$ cat src/rtl/avmm_script_master.sv
module avmm_script_master #(
  parameter int ADDR_W      = 32,
  parameter int DATA_W      = 32,
  parameter int BE_W        = 4,
  parameter int START_DELAY = 3
) (
  input  logic              clk,
  input  logic              rst,
  output logic [ADDR_W-1:0] address,
  output logic [BE_W-1:0]   byteenable,
  output logic              read,
  output logic              write,
  output logic [DATA_W-1:0] writedata,
  input  logic              waitrequest,
  input  logic [DATA_W-1:0] readdata,
  output logic              rd_strobe,
  output logic [1:0]        rd_index,
  output logic [DATA_W-1:0] rd_word,
  output logic              done
);
  localparam int CNT_W     = $clog2(START_DELAY + 1);
  localparam int LAST_STEP = 3;

  typedef enum logic [1:0] {ST_DELAY, ST_CMD, ST_GAP, ST_DONE} st_t;

  st_t              state;
  logic [CNT_W-1:0] dly;
  logic [1:0]       step;

  logic              cur_rd;
  logic [ADDR_W-1:0] cur_addr;
  logic [BE_W-1:0]   cur_be;
  logic [DATA_W-1:0] cur_data;

  always_comb begin
    cur_rd   = 1'b0;
    cur_addr = '0;
    cur_be   = BE_W'(1);
    cur_data = '0;
    case (step)
      2'd0: cur_data = DATA_W'(32'h0000_000F);
      2'd1: begin cur_addr = ADDR_W'(1); cur_data = DATA_W'(32'h0000_0008); end
      2'd2: begin cur_rd = 1'b1; cur_addr = ADDR_W'(2); end
      default: begin cur_rd = 1'b1; cur_addr = ADDR_W'(3); cur_be = BE_W'(3); end
    endcase
  end

  wire active = (state == ST_CMD);

  assign read       = active &  cur_rd;
  assign write      = active & ~cur_rd;
  assign address    = active ? cur_addr : '0;
  assign byteenable = active ? cur_be   : '0;
  assign writedata  = (active & ~cur_rd) ? cur_data : '0;
  assign done       = (state == ST_DONE);

  always_ff @(posedge clk) begin
    if (rst) begin
      state     <= ST_DELAY;
      dly       <= '0;
      step      <= '0;
      rd_strobe <= 1'b0;
      rd_index  <= '0;
      rd_word   <= '0;
    end else begin
      rd_strobe <= 1'b0;
      case (state)
        ST_DELAY:
          if (dly == CNT_W'(START_DELAY - 1)) state <= ST_CMD;
          else dly <= dly + 1'b1;
        ST_CMD:
          if (!waitrequest) begin
            if (cur_rd) begin
              rd_strobe <= 1'b1;
              rd_word   <= readdata;
              rd_index  <= step - 2'd2;
            end
            if (step == 2'(LAST_STEP)) state <= ST_DONE;
            else begin
              step  <= step + 1'b1;
              state <= ST_GAP;
            end
          end
        ST_GAP:  state <= ST_CMD;
        default: state <= ST_DONE;
      endcase
    end
  end
endmodule


$ cat config.mk
export PLATFORM = sky130hd
export DESIGN_NAME = avmm_script_master
export DESIGN_NICKNAME = d
export VERILOG_FILES = /design/src/rtl/avmm_script_master.sv
export SDC_FILE = /design/constraint.sdc
export NUM_CORES = 1
export LEC_CHECK = 0
export ABC_CLOCK_PERIOD_IN_PS = 1500
export BUFFER_PORTS_ARGS = -buffer_cell sky130_fd_sc_hd__buf_2
export CAP_MARGIN = 15
export CORE_ASPECT_RATIO = 1.4
export CORE_MARGIN = 3
export CORE_UTILIZATION = 40
export CTS_CLUSTER_SIZE = 28
export DETAILED_ROUTE_END_ITERATION = 16
export PLACE_DENSITY = 0.77
export SLEW_MARGIN = 20
export SYNTH_ARGS = -nofsm -noshare
export SYNTH_HDL_FRONTEND = slang
export SYNTH_SLANG_ARGS = --single-unit
export TNS_END_PERCENT = 50
$ cat constraint.sdc
create_clock -name clk -period 1.5 [get_ports clk]
set_input_delay 0 -clock clk [delete_from_list [all_inputs] [get_ports clk]]
set_output_delay 0 -clock clk [all_outputs]
set_load 0.005 [all_outputs]
Word level (Yosys, flattened, before mapping)
Index checks and enable logic that the tools add are counted.

word-level totals
  output and inout bits = 106
  input bits = 35
  register bits after elaboration = 41
  logic and storage cells = 45

cells by class
  multiplexer cells = 11
  reduce and logical (&&, ||, !) cells = 9
  bitwise logic cells = 7
  equal/unequal tests = 9
  $add $sub $neg = 3

operators with widths
  operator                                        number
  two-way mux 32 bit                              2
  one-hot mux 2 bit (3 select lines)              2
  == test 2 bit (second input constant)           5
  one-hot mux 4 bit (2 select lines)              1
  two-way mux 2 bit                               3
  AND reduction 3 bit                             2
  OR reduction 3 bit                              2
  NOT 1 bit                                       5
  adder 2 x 1 -> 2 bit (second input constant)    2
  == test 2 x 1 -> 1 bit (second input constant)  2
  logical NOT 2 bit                               2
  two-way mux 4 bit                               1
  != test 2 bit (second input constant)           2
  AND reduction 2 bit                             2
  AND 1 bit                                       2
  two-way mux 1 bit                               2
  OR reduction 2 bit                              1
  subtractor 2 bit (second input constant)        1

Logic depth before layout (Yosys ltp)
Gate-level depths: netlist of run 1.

  depth in word-level cells = 4
  depth in mapped cells = 6
  gate-level depth less buffers = 5

Least setup slack after synthesis of run 1
Ideal clock, no wire load.

  path type = register to register
  from = reg step[0]
  to = reg rd_index[1]
  stages on the path, launching flop included = 6
  library setup time = 0.121 ns
  setup slack = -0.157 ns
  clock period less this slack = 1.657 ns
  arrival time = 1.536 ns
  required time = 1.379 ns
  buffers on the path = 1
  path through = dfxtp_1 > inv_1 > ha_1 > nor4_4 > buf_6 > mux2_2

between the ends
  cells in the longest elaborated chain, start to end = 4
  elaborated cells on any way between the ends = 6
  those cells by class = add/sub (1); eq/ne (1); bitwise (1); reduce/logical (3)

ends and longest elaborated chain
  what                                                         RTL line  RTL
  start: declaration                                           28        logic [1:0] step;
  start signal: assignment                                     80        step <= step + 1'b1;
  == test 2 x 1 -> 1 bit or logical NOT 2 bit (tied branches)  40        case (step)
  OR reduction 2 bit (no line)                                 n/a
  NOT 1 bit (no line)                                          n/a
  AND reduction 3 bit (no line)                                n/a
  end signal: assignment                                       76        rd_index <= step - 2'd2;
  end: declaration                                             17        output logic [1:0] rd_index,

Parallel ways exist; a longest one is shown, timed or not.
A chain may end at the register's enable or synchronous reset.

Worst setup path in the final report of run 1
  from = reg step[1]
  to = reg rd_index[1]

The elaborated chain is that of the path after synthesis.

==> results of run 1 <==
[layout make-up]
cell class | count | area [um2]
multi-input cells | 198 | 1320
well taps | 70 | 87.6
repair buffers | 129 | 931
clock buffers | 6 | 93.8
fillers | 510 | 2630
flip-flops and latches | 41 | 830
inverters | 4 | 17.5
clock inverters | 2 | 35.0
[report_power, final]
| group | switching [mW] | leakage, nW | internal [mW] | total, mW |
|---|---|---|---|---|
| clock | 0.386 | 0.0663 | 0.594 | 0.981 |
| sequential | 0.0367 | 0.333 | 1.14 | 1.18 |
| combinational | 0.312 | 1.15 | 0.383 | 0.694 |
| total | 0.735 | 1.55 | 2.12 | 2.85 |
[timing repair]
item                       4_1_cts  5_1_grt
gates resized for setup          5        4
setup buffers                    2        3
hold buffers                    32        0
setup endpoints to repair       22       10
pin swaps                        1        2
hold endpoints to repair        32        0
cloned                           1        1
[layer usage]
metal	vias up	share of wire, %	track usage [%]
met5	-	0	0
met4	0	2.0	5.11
met3	10	7.9	3.44
met2	87	55	26.0
met1	846	35	13.7
li1	928	-	-
[flip-flops by register name (all words and copies together), names as in the netlist]
signal     cells
rd_index       2
rd_word       32
step           2
state          2
dly            2
rd_strobe      1
[critical path, stage by stage (launching register included)]
cell and delay [ns]:
dfxtp_2 0.35, inv_4 0.05, ha_4 0.17, nor4_4 0.24, buf_6 0.20, mux2_2 0.34
[synthesized netlist by cell type, drive strengths merged]
master / count / area, um2
mux2: 1 / 11.3
nor2b: 2 / 12.5
dfxtp: 41 / 821
conb: 1 / 3.75
nor3: 2 / 10.0
and2b: 1 / 7.51
nor4: 1 / 21.3
mux2i: 34 / 340
a211oi: 1 / 7.51
a21oi: 1 / 5.00
inv: 4 / 15.0
nor4b: 1 / 23.8
nor2: 13 / 48.8
clkbuf: 8 / 30.0
nor3b: 1 / 7.51
nand2b: 67 / 427
buf: 68 / 552
o21ba: 1 / 10.0
ha: 7 / 87.6
xnor2: 2 / 17.5
and2: 3 / 20.0
[worst min path at each step]
| stage | endpoint | start | cells after the start |
|---|---|---|---|
| 3_3_place_gp | rd_word[6] | readdata[6] | 3 |
| 5_1_grt | state[1] | waitrequest | 3 |
| 6_report | state[1] | waitrequest | 3 |
| 4_1_cts | state[1] | waitrequest | 3 |
| 2_1_floorplan | rd_word[10] | readdata[10] | 2 |
| 3_5_place_dp | rd_word[18] | readdata[18] | 3 |
[cells by family after synthesis]
family	synth area share [%]
buffers and inverters	24.1
and+or+nand+nor	23.3
xor gates and xnor gates	0.707
DFF	33.1
AOI/OAI and AO/OA	0.909
other	0.151
adders and majority gates	3.53
muxes	14.2
[per-stage QoR]
step | setup WS [ns] | power, mW | util [%]
after floorplan | 0.0201 | 1.73 | -
after global placement | 0.0266 | 1.75 | 46.1
after detailed placement | -0.0356 | 1.77 | 46.1
after CTS | 0.00586 | 2.86 | 54.6
after global routing | -0.0202 | 3.02 | 55.7
final | 0.0344 | 2.85 | 55.7
==> results.md, run 1 <==
- Unrepaired setup endpoints after global routing: yes
- R2R setup slack: roughly 0.034 ns
- CP startpoint kind: flop
- Num rows: 33
- Most frequent cells in the layout: buf_2, nand2b_1, conb_1, dfxtp_1, mux2i_1
- Placer Congestion: ~0.79
- Yosys reg bits: between 40 and 50
- Root Buffer: clkbuf_8
- Diode count: 0
- Post-Place Cell Area: 0.00274 mm2
- TritonRoute pass-1 iters: 4
- WS Path Type: flop to flop
- Ys Warns: 0
- Period utilization: between 90% and 100%
- Clock-pin transition on the worst setup and hold timing paths: around 0.080 ns
- Critical Path AT: 1.65 ns
- Status: finished, final reports clean
- R2r endpoint: rd_index[1]
- # placed instances: between 400 and 500
- Hold Slack: slightly below 0.08 ns
- Unique masters post-synth: 25
- Syn_area_per_cell: ~9.5 um2
- Post-DR wirelength/cell: 11.2 um
- DRC: 0
- Critical Path Sink Type: flop
- Final Hold Vio Count: 0
- Leakage: roughly 1.5 nW
- Pin count of the biggest net entering global routing: 40
- Setup violators final: 0
- Full die area: just over 0.007 mm2
- Non-Filler Instances: 450
- Global-route wire length before repair: between 7000 and 8000 um
- Commonest non-fill, non-tap cell in the layout: buf_2
- CORE AREA: just under 0.006 mm2
- Setup Total Neg Slack: 0 ns
- Initial core utilization: roughly two fifths
- Pins Over Slew Limit: 0
- Vias in the first global route: ~1,700
- Die width: slightly above 70 um
- Cells after Synth: 260
- FF-to-FF path depth: 5
- Worst clock skew: roughly 0.0087 ns
- Max Fclk: 682 MHz
- Final min period: ~1.5 ns
- H-tree Lvls: 2
- Via-to-Cell Ratio: just over 4
- Cell Area, Synth: 0.00248 mm2
- IO buf count: 80
- Clk buf depth: 2
- Sink Count: between 40 and 50
- Total CTS buffers: 5
- Power Density: approximately 860 mW/mm2
- Hold WC Path Type: primary input to flop
- DR iter-0 viols: 39
- Reg2reg start: step[1]
- Number of routed nets with antenna violations: 0
- Total congestion overflow: 0
- Final #Nets: ~420
- CP max FO: 5
- Total wire length: ~5100 um
- Seq/Total Area, Yosys: approximately a third
- Initial antenna violation count: 0
- CTS tree: yes
- HPWL Detailed: roughly 3300 um
- Worst path required time: about 1.7 ns
- # Max-Cap Violations: 0
- Worst VDD drop: between 0.4 and 0.5 mV
- Proportion of layout cells with a drive suffix above 1: between 30% and 40%
- CP endpoint: rd_index[1]
- Routed via count: ~1,900
- Gr usage total: between 10% and 20%
- Crit path launch: step[1]
- Clock latency on the worst-skew pair: about 0.29 ns
- Post-route cell area: roughly 0.0033 mm2
- # IOs: 141
- Die height: approximately 99 um
- Area Overhead vs Synth: 33.7%
Note: power is estimated with default switching activity, not from simulation.
==> inputs of run 2 (changes only) <==
Settings changed: GPL_TIMING_DRIVEN set to 0, SETUP_SLACK_MARGIN set to 0.1.
==> results.md, run 2 (same netlist as run 1, synthesis figures left out) <==
- Total wire length: 5650 um (was 5060 um)
- # Max-Cap Violations: 0 (unchanged)
- Fin util: 64.2% (was 55.7%)
- Vias in the first global route: 2,000 (was 1,728)
- Routed via count: 2,109 (was 1,871)
- CTS tree: yes (unchanged)
- Largest reg by FF count: rd_word (unchanged)
- Failing checks: negative setup slack
- Placer Congestion: 0.767 (was 0.788)
- Critical Path AT: 1.51 ns (was 1.65 ns)
- Pins Over Slew Limit: 0 (unchanged)
- HPWL Detailed: 3950 um (was 3290 um)
- Initial antenna violation count: 0 (unchanged)
- Gr usage total: 15.2% (was 13.6%)
- Clk buf depth: 2 (unchanged)
- Flop pwr share: 40.1% (was 41.3%)
- Delay of the slowest critical-path stage: 0.41 ns (was 0.35 ns)
- # IOs: 141 (unchanged)
- CP cell instances: inv_4, ha_4, nor2_1, nor2_2, and2_4, buf_6, buf_6 (was inv_4, ha_4, nor4_4, buf_6, mux2_2)
- Total congestion overflow: 0 (unchanged)
- CORE AREA: 0.00595 mm2 (unchanged)
- Internal power: 2.23 mW (was 2.12 mW)
- Final #Nets: 491 (was 421)
- Most frequent cells in the layout: buf_2, buf_4, nand2b_1, conb_1, dfxtp_1 (was buf_2, nand2b_1, conb_1, dfxtp_1, mux2i_1)
- Switch Pwr: 757 uW (was 735 uW)
- Number of routed nets with antenna violations: 0 (unchanged)
- Final Hold Vio Count: 0 (unchanged)
- Max reg flops: 32 (unchanged)
- Area Overhead vs Synth: 54.0% (was 33.7%)
- Clock-pin transition on the worst setup and hold timing paths: 0.07 ns (was 0.08 ns)
- Combinational fraction of design power: 30.0% (was 24.3%)
- Commonest non-fill, non-tap cell in the layout: buf_2 (unchanged)
- Post-Place Cell Area: 0.00321 mm2 (was 0.00274 mm2)
- Unrepaired setup endpoints after global routing: yes (unchanged)
- Via-to-Cell Ratio: 4.06 (was 4.16)
- Critical Path Sink Type: output pin (was flop)
- Sw frac: 25.3% (was 25.7%)
- Total CTS buffers: 5 (unchanged)
- Worst path required time: 1.50 ns (was 1.68 ns)
- Pwr Total: 2.99 mW (was 2.85 mW)
- Post-DR wirelength/cell: 10.9 um (was 11.2 um)
- Post-route cell area: 0.00382 mm2 (was 0.00331 mm2)
- Die height: 99.1 um (unchanged)
- Sink Count: 41 (unchanged)
- Final WS setup: -0.00833 ns (was 0.0344 ns)
- TritonRoute pass-1 iters: 4 (unchanged)
- Leakage: 1.89 nW (was 1.55 nW)
- DR iter-0 viols: 40 (was 39)
- Worst VDD drop: 0.584 mV (was 0.415 mV)
- Diode count: 0 (unchanged)
- IO buf count: 79 (was 80)
- Root Buffer: clkbuf_8 (unchanged)
- Clk network pwr share: 29.8% (was 34.4%)
- Proportion of layout cells with a drive suffix above 1: 40.9% (was 31.3%)
- WS Path Type: flop to output pin (was flop to flop)
- CP max FO: 4 (was 5)
- Num rows: 33 (unchanged)
- Status: finished with violations (was finished, final reports clean)
- Global-route wire length before repair: 8900 um (was 7830 um)
- Clock latency on the worst-skew pair: 0.28 ns (was 0.29 ns)
- Hold Slack: 0.0879 ns (was 0.0780 ns)
- Pin count of the biggest net entering global routing: 13 (was 40)
- Fillers: 481 (was 510)
- H-tree Lvls: 2 (unchanged)
- CP most frequent cell: buf_6
- Worst clock skew: 0.00451 ns (was 0.00874 ns)
- CP startpoint kind: flop (unchanged)
- Hold WC Path Type: primary input to flop (unchanged)
- Full die area: 0.00719 mm2 (unchanged)
- Power Density: 783 mW/mm2 (was 861 mW/mm2)
- Slowest stage cell, crit path: dfxtp_4 (was dfxtp_2)
- Period utilization: 101% (was 97.7%)
- Max Fclk: 663 MHz (was 682 MHz)
- Die width: 72.5 um (unchanged)
- Final min period: 1.51 ns (was 1.47 ns)
- DRC: 0 (unchanged)
- Setup violators final: 3 (was 0)
- Initial core utilization: 41.7% (unchanged)
## run 2: cell count changes in the layout (fill, tap and decap cells not counted), sizes merged
| cell | previous run | this run |
|---|---|---|
| buf | 96 | 159 |
| clkbuf | 7 | 15 |
| clkinv | 1 | 0 |
## run 2: repair_timing
action | 4_1_cts | 5_1_grt
setup endpoints to repair | 38 | 45
gates cloned | 1 | 0
pin swaps | 7 | 2
hold buffers | 32 | 0
resized for setup | 13 | 4
endpoints found under the hold margin | 32 | 0
setup buffers | 10 | 1
## run 2: worst paths after layout
kind              cells past startpoint           end  slack [ns]   startpoint
hold / removal                        3      state[1]        0.09  waitrequest
setup reg to reg                      6    rd_word[4]        0.02      step[1]
setup / recovery                      7  writedata[1]      -0.008      step[0]
hold reg to reg                       2    rd_word[1]        0.48   rd_word[1]
## run 2: routing by layer
layer | vias to the layer above | GRT usage, % | part of all wire, %
met5 | - | 0 | 0
met4 | 0 | 5.97 | 2.7
met3 | 16 | 4.15 | 9.2
met2 | 99 | 27.3 | 51
met1 | 918 | 16.6 | 37
li1 | 1076 | - | -
## run 2: worst max-delay path: cells and delay by family (launching register included)
kind / cells / cell delay, ns
flops: 1 / 0.41
fa+ha+maj: 1 / 0.17
buf+inv: 3 / 0.27
simple gates: 3 / 0.37
## run 2: per-stage QoR
stage	cells	setup slack (ns)	TNS [ns]
2_1_floorplan	319	0.0666	0
3_3_place_gp	468	-0.0373	-0.191
3_5_place_dp	468	-0.0673	-1.56
4_1_cts	519	0.0138	0
5_1_grt	520	-0.0875	-1.33
6_report	520	-0.00833	-0.0140
## run 2: area by class of cell
| class | count | area, um2 | share of cell area (%) |
|---|---|---|---|
| well taps | 70 | 87.6 | 2.30 |
| plain buffers | 76 | 589 | 15.4 |
| clock inverters | 1 | 30.0 | 0.787 |
| flip-flops and latches | 41 | 833 | 21.8 |
| inverters | 4 | 20.0 | 0.525 |
| multi-input cells | 198 | 1330 | 34.9 |
| repair buffers | 123 | 838 | 22.0 |
| clock buffers | 7 | 86.3 | 2.26 |
## run 2: power by group through the flow
stage / registers [mW] / clock network [mW] / logic [mW]
final: 1.20 / 0.891 / 0.897
after global routing: 1.21 / 0.975 / 0.997
after CTS: 1.19 / 0.935 / 0.865
after detailed placement: 1.22 / 0 / 0.692
after global placement: 1.22 / 0 / 0.669
after floorplan: 1.21 / 0 / 0.523
==> inputs of run 3 (changes only) <==
Settings changed: SETUP_SLACK_MARGIN 0.1 to not set.
==> results.md, run 3 (same netlist as run 1, synthesis figures left out) <==
- Leakage: 1.86 nW (was 1.89 nW)
- Internal power: 2.30 mW (was 2.23 mW)
- Proportion of layout cells with a drive suffix above 1: 40.1% (was 40.9%)
- Fillers: 512 (was 481)
- Final Hold Vio Count: 0 (unchanged)
- Hold Path End: state[1] (unchanged)
- R2r endpoint: rd_word[26] (was rd_word[4])
- Period utilization: 101% (about the same)
- Clk network pwr share: 34.4% (was 29.8%)
- Clock-pin transition on the worst setup and hold timing paths: 0.08 ns (was 0.07 ns)
- Commonest non-fill, non-tap cell in the layout: buf_2 (unchanged)
- Critical Path Sink Type: flop (was output pin)
- Most frequent cells in the layout: buf_2, buf_4, nand2b_1, conb_1, dfxtp_1 (unchanged)
- Number of routed nets with antenna violations: 0 (unchanged)
- Global-route wire length before repair: 8870 um (was 8900 um)
- Full die area: 0.00719 mm2 (unchanged)
- H-tree Lvls: 2 (unchanged)
- Non-Filler Instances: 514 (was 520)
- Setup Total Neg Slack: -0.00867 ns (was -0.0140 ns)
- Via-to-Cell Ratio: 4.02 (was 4.06)
- CP max FO: 10 (was 4)
- # Max-Cap Violations: 0 (unchanged)
- Initial antenna violation count: 0 (unchanged)
- Worst path required time: 1.72 ns (was 1.50 ns)
- Die height: 99.1 um (unchanged)
- Worst VDD drop: 0.447 mV (was 0.584 mV)
- WS Path Type: flop to flop (was flop to output pin)
- Total wire length: 5680 um (was 5650 um)
- Unrepaired setup endpoints after global routing: yes (unchanged)
- TritonRoute pass-1 iters: 3 (was 4)
- Root Buffer: clkbuf_8 (unchanged)
- Power Density: 827 mW/mm2 (was 783 mW/mm2)
- Hold WC Path Type: primary input to flop (unchanged)
- Critical Path AT: 1.73 ns (was 1.51 ns)
- Status: finished with violations (unchanged)
- Combinational fraction of design power: 27.1% (was 30.0%)
- DR iter-0 viols: 43 (was 40)
- Clock latency on the worst-skew pair: 0.30 ns (was 0.28 ns)
- HPWL Detailed: 3880 um (was 3950 um)
- Crit path launch: step[0] (unchanged)
- FF-to-FF path depth: 6 (unchanged)
- Sink Count: 41 (unchanged)
- Worst clock skew: 0.00579 ns (was 0.00451 ns)
- Vias in the first global route: 1,998 (was 2,000)
- Area Overhead vs Synth: 50.6% (was 54.0%)
- Placer Congestion: 0.818 (was 0.767)
- # placed instances: 468 (unchanged)
- # IOs: 141 (unchanged)
- IO buf count: 79 (unchanged)
- Reg2reg start: step[0] (was step[1])
- Final WS setup: -0.00867 ns (was -0.00833 ns)
- Max Fclk: 663 MHz (about the same)
- Total congestion overflow: 0 (unchanged)
- Initial core utilization: 41.7% (unchanged)
- Setup violators final: 1 (was 3)
- Pin count of the biggest net entering global routing: 14 (was 13)
- CTS tree: yes (unchanged)
- Final #Nets: 485 (was 491)
- Sw frac: 25.5% (was 25.3%)
- Hold Crit Depth: 3 (unchanged)
- Gr usage total: 15.4% (was 15.2%)
- R2R setup slack: -0.009 ns (was 0.02 ns)
- Routed via count: 2,065 (was 2,109)
- Die width: 72.5 um (unchanged)
- Post-DR wirelength/cell: 11.1 um (was 10.9 um)
- CORE AREA: 0.00595 mm2 (unchanged)
- DRC: 0 (unchanged)
- Diode count: 0 (unchanged)
- Flop pwr share: 38.5% (was 40.1%)
- Total CTS buffers: 5 (unchanged)
- Hold_sp: waitrequest (unchanged)
- Max reg flops: 32 (unchanged)
- Largest reg by FF count: rd_word (unchanged)
- Final min period: 1.51 ns (about the same)
- CP startpoint kind: flop (unchanged)
- Clk buf depth: 2 (unchanged)
- Num rows: 33 (unchanged)
- Pins Over Slew Limit: 0 (unchanged)
- Failing checks: negative setup slack (unchanged)
- Switch Pwr: 789 uW (was 757 uW)
[run 3: critical path, cell delays in order, from the launching register on]
cell and delay (ns):
dfxtp_4 0.36, inv_2 0.06, ha_4 0.17, nor4_4 0.29
buf_6 0.20, buf_12 0.15, mux2i_1 0.20
[run 3: cell type report]
class                      instances  area (um2)  share of cell area, %
multi-input combinational        198        1330                   35.5
sequential                        41         828                   22.2
timing repair buffer             117         761                   20.4
buffer                            76         582                   15.6
tap                               70        87.6                   2.35
clock buffer                       5        68.8                   1.84
clock inverter                     3        65.1                   1.74
inverter                           4        15.0                  0.402
[run 3: timing repair]
item | 4_1_cts | 5_1_grt
hold buffers | 32 | 0
buffers inserted | 6 | 0
hold endpoints to repair | 32 | 0
setup endpoints to repair | 33 | 38
resized for setup | 4 | 4
pin swaps | 2 | 1
[run 3: power groups by stage]
stage               logic [mW]  registers, mW  clock network (mW)
CTS                      0.806           1.19                1.09
finish                   0.837           1.19                1.06
global route             0.936           1.20                1.14
floorplan                0.522           1.21                   0
global placement         0.670           1.22                   0
detailed placement       0.690           1.22                   0
[run 3: worst max path at each step]
stage / to / slack, ns / cells after the start
3_3_place_gp: rd_index[1] / -0.07 / 5
2_1_floorplan: rd_index[1] / 0.02 / 5
5_1_grt: rd_word[11] / -0.08 / 6
4_1_cts: rd_word[26] / -0.01 / 6
6_report: rd_word[26] / -0.009 / 6
3_5_place_dp: rd_index[1] / -0.07 / 5
[run 3: stage by stage]
stage / util (%) / hold WS, ns / power, mW / area, um2 / setup slack, ns
floorplan: - / 0.155 / 1.73 / 2720 / 0.0201
finish: 62.8 / 0.0926 / 3.09 / 3730 / -0.00867
global placement: 53.9 / 0.262 / 1.89 / 3200 / -0.0686
detailed placement: 53.9 / 0.268 / 1.91 / 3200 / -0.0713
CTS: 62.6 / 0.0924 / 3.08 / 3720 / -0.0128
global route: 62.8 / 0.101 / 3.27 / 3730 / -0.0780
[run 3: layer usage]
layer	vias to the layer above	GRT usage [%]	part of all wire [%]	routed length (um)
li1	1057	-	-	-
met1	913	15.8	37	2100
met2	87	29.1	53	3040
met3	8	4.25	8.4	475
met4	0	4.97	1.3	72
met5	-	0	0	0
